File: src/rtl/gfb_pkg.sv
package gfb_pkg;

  // Register selected by the current offset.
  typedef enum logic [1:0] {
    SEL_NONE = 2'd0,
    SEL_EN   = 2'd1,
    SEL_SRC  = 2'd2,
    SEL_LEN  = 2'd3
  } reg_sel_e;

  // Tick source encodings held in the source register.
  localparam logic SRC_SYSCLK = 1'b0;
  localparam logic SRC_SLOW   = 1'b1;

endpackage

File: src/rtl/gfb_regs.sv
module gfb_regs
  import gfb_pkg::*;
#(
  parameter int                N_PINS  = 32,
  parameter int                LEN_W   = 5,
  parameter int                ADDR_W  = 8,
  parameter int                DATA_W  = 32,
  parameter logic [ADDR_W-1:0] OFF_EN  = 8'hC0,
  parameter logic [ADDR_W-1:0] OFF_SRC = 8'hC4,
  parameter logic [ADDR_W-1:0] OFF_LEN = 8'hC8
) (
  input  logic              clk,
  input  logic              rst_n,
  input  logic              wr_en,
  input  logic [ADDR_W-1:0] addr,
  input  logic [DATA_W-1:0] wdata,
  output logic [DATA_W-1:0] rdata,
  output logic [N_PINS-1:0] en_o,
  output logic              src_o,
  output logic [LEN_W-1:0]  len_o
);

  reg_sel_e          sel;
  logic [N_PINS-1:0] en_q,  en_d;
  logic              src_q, src_d;
  logic [LEN_W-1:0]  len_q, len_d;
  logic              locked;
  logic              wdata_unused;

  assign wdata_unused = ^wdata;

  // Offset decode
  always_comb begin
    if (addr == OFF_EN)       sel = SEL_EN;
    else if (addr == OFF_SRC) sel = SEL_SRC;
    else if (addr == OFF_LEN) sel = SEL_LEN;
    else                      sel = SEL_NONE;
  end

  // Shared settings freeze while any filter runs
  assign locked = |en_q;

  // Next state
  always_comb begin
    en_d  = en_q;
    src_d = src_q;
    len_d = len_q;
    if (wr_en) begin
      if (sel == SEL_EN)                en_d  = wdata[N_PINS-1:0];
      if (sel == SEL_SRC && !locked)    src_d = wdata[0];
      if (sel == SEL_LEN && !locked)    len_d = wdata[LEN_W-1:0];
    end
  end

  // Registers
  always_ff @(posedge clk or negedge rst_n) begin
    if (!rst_n) begin
      en_q  <= '0;
      src_q <= SRC_SYSCLK;
      len_q <= '0;
    end else begin
      en_q  <= en_d;
      src_q <= src_d;
      len_q <= len_d;
    end
  end

  // Read mux
  always_comb begin
    rdata = '0;
    case (sel)
      SEL_EN:  rdata[N_PINS-1:0] = en_q;
      SEL_SRC: rdata[0]          = src_q;
      SEL_LEN: rdata[LEN_W-1:0]  = len_q;
      default: rdata             = '0;
    endcase
  end

  assign en_o  = en_q;
  assign src_o = src_q;
  assign len_o = len_q;

  // frozen settings while any filter is enabled
  a_r9_len_frozen: assert property (@(posedge clk) disable iff (!rst_n)
    (|en_q) |=> $stable(len_q));
  a_r9_src_frozen: assert property (@(posedge clk) disable iff (!rst_n)
    (|en_q) |=> $stable(src_q));

endmodule

File: src/rtl/gfb_tick_sel.sv
module gfb_tick_sel
  import gfb_pkg::*;
(
  input  logic src,
  input  logic slow_tick,
  output logic tick
);

  // Source 0: every cycle counts; source 1: only slow ticks count.
  always_comb begin
    if (src == SRC_SLOW) tick = slow_tick;
    else                 tick = 1'b1;
  end

endmodule

File: src/rtl/gfb_cell.sv
module gfb_cell #(
  parameter int LEN_W = 5
) (
  input  logic             clk,
  input  logic             rst_n,
  input  logic             en,
  input  logic             tick,
  input  logic [LEN_W-1:0] len,
  input  logic             din,
  output logic             dout
);

  logic [LEN_W-1:0] cnt_q, cnt_d;
  logic             out_q, out_d;
  logic             differs;
  logic             expire;

  assign differs = (din != out_q);
  assign expire  = (cnt_q >= len);

  // Next state
  always_comb begin
    cnt_d = cnt_q;
    out_d = out_q;
    if (!en) begin
      cnt_d = '0;
      out_d = 1'b0;
    end else if (!differs) begin
      cnt_d = '0;
    end else if (tick) begin
      if (expire) begin
        out_d = din;
        cnt_d = '0;
      end else begin
        cnt_d = cnt_q + 1'b1;
      end
    end
  end

  // Registers
  always_ff @(posedge clk or negedge rst_n) begin
    if (!rst_n) begin
      cnt_q <= '0;
      out_q <= 1'b0;
    end else begin
      cnt_q <= cnt_d;
      out_q <= out_d;
    end
  end

  assign dout = out_q;

  // disabled filter drives zero from the next edge
  a_r3_off_zero: assert property (@(posedge clk) disable iff (!rst_n)
    (!en) |=> (dout == 1'b0));
  // matching input never moves the output
  a_r8_match_hold: assert property (@(posedge clk) disable iff (!rst_n)
    (en && din == dout) |=> $stable(dout));
  // no tick, no change
  a_r7_no_tick_hold: assert property (@(posedge clk) disable iff (!rst_n)
    (en && !tick) |=> $stable(dout));
  // count never passes the programmed length
  a_r5_cnt_bound: assert property (@(posedge clk) disable iff (!rst_n)
    en |-> (cnt_q <= len));

endmodule

File: src/rtl/glitch_filter_bank.sv
module glitch_filter_bank #(
  parameter int                N_PINS  = 32,
  parameter int                LEN_W   = 5,
  parameter int                ADDR_W  = 8,
  parameter int                DATA_W  = 32,
  parameter logic [ADDR_W-1:0] OFF_EN  = 8'hC0,
  parameter logic [ADDR_W-1:0] OFF_SRC = 8'hC4,
  parameter logic [ADDR_W-1:0] OFF_LEN = 8'hC8
) (
  input  logic              clk,
  input  logic              rst_n,
  input  logic              slow_tick,
  input  logic [N_PINS-1:0] pin_in,
  input  logic              wr_en,
  input  logic [ADDR_W-1:0] addr,
  input  logic [DATA_W-1:0] wdata,
  output logic [DATA_W-1:0] rdata,
  output logic [N_PINS-1:0] filt_out
);

  logic [N_PINS-1:0] en_w;
  logic              src_w;
  logic [LEN_W-1:0]  len_w;
  logic              tick_w;

  gfb_regs #(
    .N_PINS (N_PINS),
    .LEN_W  (LEN_W),
    .ADDR_W (ADDR_W),
    .DATA_W (DATA_W),
    .OFF_EN (OFF_EN),
    .OFF_SRC(OFF_SRC),
    .OFF_LEN(OFF_LEN)
  ) u_regs (
    .clk   (clk),
    .rst_n (rst_n),
    .wr_en (wr_en),
    .addr  (addr),
    .wdata (wdata),
    .rdata (rdata),
    .en_o  (en_w),
    .src_o (src_w),
    .len_o (len_w)
  );

  gfb_tick_sel u_tick (
    .src       (src_w),
    .slow_tick (slow_tick),
    .tick      (tick_w)
  );

  for (genvar i = 0; i < N_PINS; i++) begin : g_lane
    gfb_cell #(.LEN_W(LEN_W)) u_cell (
      .clk  (clk),
      .rst_n(rst_n),
      .en   (en_w[i]),
      .tick (tick_w),
      .len  (len_w),
      .din  (pin_in[i]),
      .dout (filt_out[i])
    );
  end

endmodule

File: config.mk
export PLATFORM = sky130hd
export DESIGN_NAME = glitch_filter_bank
export DESIGN_NICKNAME = d
export VERILOG_FILES = /design/src/rtl/gfb_pkg.sv /design/src/rtl/gfb_regs.sv /design/src/rtl/gfb_tick_sel.sv /design/src/rtl/gfb_cell.sv /design/src/rtl/glitch_filter_bank.sv
export SDC_FILE = /design/constraint.sdc
export NUM_CORES = 1
export LEC_CHECK = 0
export ABC_AREA = 1
export BUFFER_PORTS_ARGS = -buffer_cell sky130_fd_sc_hd__buf_2
export CORE_AREA = 2 2 197 199
export DETAILED_ROUTE_END_ITERATION = 10
export DIE_AREA = 0 0 199 201
export PLACE_DENSITY = 0.63
export SYNTH_ARGS = -nofsm -noshare
export SYNTH_HDL_FRONTEND = slang
export SYNTH_SLANG_ARGS = --single-unit
File: constraint.sdc
create_clock -name clk -period 1.8 [get_ports clk]
set_input_delay 0.36 -clock clk [delete_from_list [all_inputs] [get_ports clk]]
set_output_delay 0.36 -clock clk [all_outputs]
set_load 0.1 [all_outputs]
[After elaboration in Yosys (flattened, before gate mapping)]
Index checks and enable logic that the tools add are counted.
Cells by class
  reductions and logical operators: 39
  mux-type cells: 263
  eq/ne operators: 166
  add/sub/neg operators: 32
  magnitude comparators: 32
Operators with widths (number)
  $mux W5: 128
  $ne A2 B1 Y1 const B: 96
  $add A5 B1 Y5 const B: 32
  $ge A5 B5 Y1: 32
  $mux W1: 129
  $reduce_and A3 Y1: 32
  $ne A3 B3 Y1 const B: 31
  $ne A1 B1 Y1: 32
  $reduce_or A32 Y1: 1
  $mux W27: 1
  $eq A8 B8 Y1 const B: 3
  $pmux W4 S2: 1
  $mux W2: 3
  $reduce_and A2 Y1: 3
  $eq A2 B2 Y1 const B: 2
  $ne A3 B2 Y1 const B: 1
  $pmux W1 S3: 1
  $eq A2 B1 Y1 const B: 1
  $logic_and A1 B1 Y1: 2
  $logic_not A1 Y1: 1
Storage, ports and cells
  bits of input ports: 76
  register bits after elaboration: 230
  output and inout port bits: 64
  word-level logic and storage cells: 599

[Depth between registers and ports, before layout]
  depth in word-level cells: 7
  mapped depth: 10
  depth with buffers taken out: 10

[By module]
A second synthesis with hierarchy kept.
Unflattened totals
  cell total of the unflattened synthesis: 2908
  area total of the unflattened synthesis: 18749.2 um^2
By module, submodules not included
  gfb_cell: area each 526.8 um^2, cells an instance 83, instances 32, sequential area each 150.1 um^2
  gfb_regs: area each 1885.6 um^2, cells an instance 250, instances 1, sequential area each 950.9 um^2
  gfb_tick_sel: area each 7.5 um^2, cells an instance 2, instances 1, sequential area each 0.0 um^2

[Worst setup path before layout]
OpenSTA, ideal clock, no wires.
  path kind: input to output
  start: input addr[1]
  end: output rdata[1]
  stages: 5
  required time: 1.440 ns
  arrival: 2.486 ns
  buffers on the path: 0
  slack: -1.046 ns
  path through: nor2_4 nand2_2 nor3_4 inv_1 o22ai_1
Between the ends
  word-level cells in the longest chain between the ends: 6
  elaborated cells between the ends (all ways): 9
  those cells by class: eq/ne: 5; mux: 4
Ends and longest elaborated chain
  start, declared: RTL line glitch_filter_bank.sv:15  | input logic [ADDR_W-1:0] addr,
  $eq A8 B8 Y1: RTL line gfb_regs.sv:36  | else if (addr == OFF_LEN) sel = SEL_LEN;
  $mux W2: RTL line gfb_regs.sv:36
  $mux W2: RTL line gfb_regs.sv:35  | else if (addr == OFF_SRC) sel = SEL_SRC;
  $mux W2 *: RTL line gfb_regs.sv:34  | if (addr == OFF_EN) sel = SEL_EN;
  $eq A2 B2 Y1 or $eq A2 B1 Y1 (tied branches): RTL line gfb_regs.sv:71  | case (sel)
  $pmux W4 S2 *: RTL line gfb_regs.sv:71
  end, declared: RTL line glitch_filter_bank.sv:17  | output logic [DATA_W-1:0] rdata,
Every way passes the cells marked *; elsewhere a longest branch is shown, timed or not.

[Final worst setup path]
  start: register u_regs.len_q[4], in the netlist u_regs.len_o[4]
  end: output rdata[4]
Between the ends
  word-level cells in the longest chain between the ends: 1
Ends and longest elaborated chain
  start, declared: RTL line gfb_regs.sv:26  | logic [LEN_W-1:0] len_q, len_d;
  start signal, assigned: RTL line gfb_regs.sv:64  | len_q <= len_d;
  $pmux W4 S2: RTL line gfb_regs.sv:71
Every way passes these cells.

==> run_results.csv <==
group,metric,value,unit
synthesis,synth_most_common_cell,"nand2_1",
timing,clock.fmax,479.2,MHz
finish,drive_above_1_share,0.3195,
die,start_util,0.4420,
die,io_pins,140,
placement,dp_hpwl,33990,um
synthesis,synth.top_cell.area_share,0.3417,
synthesis,synth_edf_count,0,
timing,final-hold-violation-count,0,
critical_path,rr_startpoint,"u_regs.len_o[4]$_DFFE_PN0P_",
synthesis,yosysWarnings,0,
timing,period_needed,2.087,ns
min_path,hold_path.startpoint,"wdata[23]",
timing,rsz0062_at_grt,"true",
critical_path,path_cells,"clkinvlp_4 -> buf_8 -> buf_6 -> o22ai_4 -> buf_12",
timing,finClkSkew,0.01057,ns
die,die_w,199,um
power_and_ir_drop,leakagePower,11.14,nW
power_and_ir_drop,cellPowerDensity,572.6,nW/um^2
timing,finalCritPeriodShare,1.159,
synthesis,synth_area_leaders,"dfrtp_1 (34%), ha_1 (14%), nand2_1 (14%)",
placement,io_buffers,139,
drt,drt_first_iter_violations,613,
synthesis,async_flop_share,1.000,
drt,wl,47090,um
die,coreArea,38110,um^2
placement,dp_slack,-0.2394,ns
drt,first_pass_iters,5,
critical_path,critical_path.slowest_cell,"dfrtp_1",
job,maxCapViolations,0,
global_route,antenna_found_initial,3,
synthesis,synth_common_cells,"nand2_1 (624), inv_1 (289), nor2_1 (256), dfrtp_1 (230), ha_1 (192)",
finish,post-route-util,0.6237,
cts,cts_buffers,30,
synthesis,synth_top_area_cell,"dfrtp_1",
global_route,grt_pass1_vias,15193,
timing,setup_viol,199,
finish,nets,2729,
cts,root_buffer,"clkbuf_16",
drt,route.detailed.drc,0,
critical_path,setup.worst_path.start,"u_regs.len_o[4]$_DFFE_PN0P_",
synthesis,synth.net_count,2483,
finish,area_delta_synth_final,41.12,%
synthesis,syn_area,16840,um^2
critical_path,crit_type,"reg2out",
cts,cts_tree,"done",
critical_path,path_max_fanout,2,
synthesis,postSynthCellCount,2215,
critical_path,max_stage_delay,0.39,ns
die,die_area,40000,um^2
global_route,grt_overflow,0,
die,fp.dieH,201,um
cts,insertion_delay,0.57,ns
critical_path,crit_path_end_kind,"output port",
drt,wire_per_inst,15.66,um
global_route,grt_max_degree,65,
critical_path,start_kind,"flip-flop",
drt,viasPerCell,5.009,
die,rows,72,
power_and_ir_drop,peakVddDrop,0.6917,mV
drt,antenna_left,0,
placement,placed_cell_area,20860,um^2
synthesis,ys.flop_type,"dfrtp_1",
drt,vias,15063,
global_route,grt_usage,0.2384,
synthesis,synthDistinctLibCells,41,
timing,worstMarginPinSlew,0.5066,ns
cts,cts_buffer_depth,3,
finish,postLayoutCellArea,23770,um^2
cts,clock_sinks,230,
synthesis,ys_ff_latch,230,
critical_path,crit_required,1.44,ns
outcome,status,"finished with violations",
finish,nFillCells,3197,
timing,drv_slew,0,
global_route,grt_pass1_wl,76450,um
placement,gp_congestion,0.8504,
cts,clkTransAtPathRegs,0.06,ns
outcome,failed_checks,"negative setup slack",
min_path,min_path_type,"in2reg",
synthesis,ys_seq_area_frac,0.3417,
timing,layout_setup_ws,-0.2867,ns
cts,ctsHtreeMaxLevel,1,
critical_path,cp.arrival,1.73,ns
timing,max_slew_margin,0.6646,
synthesis,syn_area_per_cell,7.604,um^2
## placed cells by master (no fill, tap or decap), drive strengths merged, types with 45 or more instances in the layout
master	count
ha	192
nand3	74
xor2	112
clkbuf	45
o21ai	120
nand2	656
a21oi	45
inv	283
buf	253
nor2	290
dfrtp	230
## layout make-up
type / count / area, um^2 / area share
repair buffers: 260 / 2645 / 0.1113
flip-flops and latches: 230 / 5768 / 0.2427
diodes: 4 / 10.01 / 0.0004211
inverters: 291 / 1129 / 0.04748
well taps: 518 / 648.1 / 0.02727
clock inverters: 13 / 121.4 / 0.005106
clock buffers: 43 / 900.9 / 0.03790
multi-input cells: 1648 / 12550 / 0.5278
## timing repair
action | in CTS | in global routing
setup buffers | 43 | 9
resized for setup | 187 | 131
endpoints found under the setup margin | 209 | 236
endpoints found under the hold margin | 234 | 0
gates cloned | 2 | 1
pin swaps | 52 | 73
hold buffers | 5 | 0
## flip-flops by register name, indices dropped and copies added, names as in the netlist
name,cells
u_regs.len_o,5
g_lane.u_cell.cnt_q,160
g_lane.u_cell.dout,32
u_regs.en_o,32
u_regs.src_o,1
## cell families after synthesis
family | synth area share
flip-flops | 0.3417
buffers and inverters | 0.08811
AO/OA/AOI/OAI | 0.06389
XOR/XNOR | 0.06344
adder cells (fa/ha/maj) | 0.1426
AND/OR/NAND/NOR | 0.3002
## worst max-delay path, delay by kind of cell (launching register included)
| kind | cells | cell delay (ns) |
|---|---|---|
| flip-flops | 1 | 0.39 |
| buffers and inverters | 4 | 0.63 |
| AO/OA/AOI/OAI | 1 | 0.13 |
## layer usage
layer	vias up	routed length, um	share of wire	track usage
li1	7539	-	-	-
met5	-	0	0	0
met4	0	1195	0.025	0.06503
met1	7178	20760	0.44	0.3142
met2	273	23180	0.49	0.4098
met3	73	1952	0.041	0.03075
## path summary, 6_finish.rpt
check                                                               to  slack, ns  cells past startpoint
worst max-delay path                                          rdata[4]      -0.29                      5
worst min-delay path                       u_regs.en_o[23]$_DFFE_PN0P_       0.02                      3
worst max register to register  g_lane[28].u_cell.cnt_q[2]$_DFFE_PN0P_      -0.24                     12
worst min register to register      g_lane[17].u_cell.dout$_DFFE_PN0P_       0.51                      2
max in group asynchronous                  u_regs.en_o[27]$_DFFE_PN0P_       0.90                      3
min in group asynchronous       g_lane[20].u_cell.cnt_q[3]$_DFFE_PN0P_       0.23                      2
## stage by stage
stage               total power, W  hold slack [ns]  setup TNS (ns)  std cells
finish                     0.01361          0.02483          -21.56       3007
global route               0.01415          0.02007          -40.61       3004
CTS                        0.01366        0.0001457          -22.84       3000
detailed placement        0.007227           0.2109          -21.97       2898
global placement          0.007183           0.2134          -16.38       2898
floorplan                 0.006597          0.06441         -149.25       2215
## report_power, final
group,internal (W),switching [W]
Sequential,0.00524,0.0000737
Clock,0.00375,0.00242
Combinational,0.000785,0.00134
(Power assumes the default switching activity.)
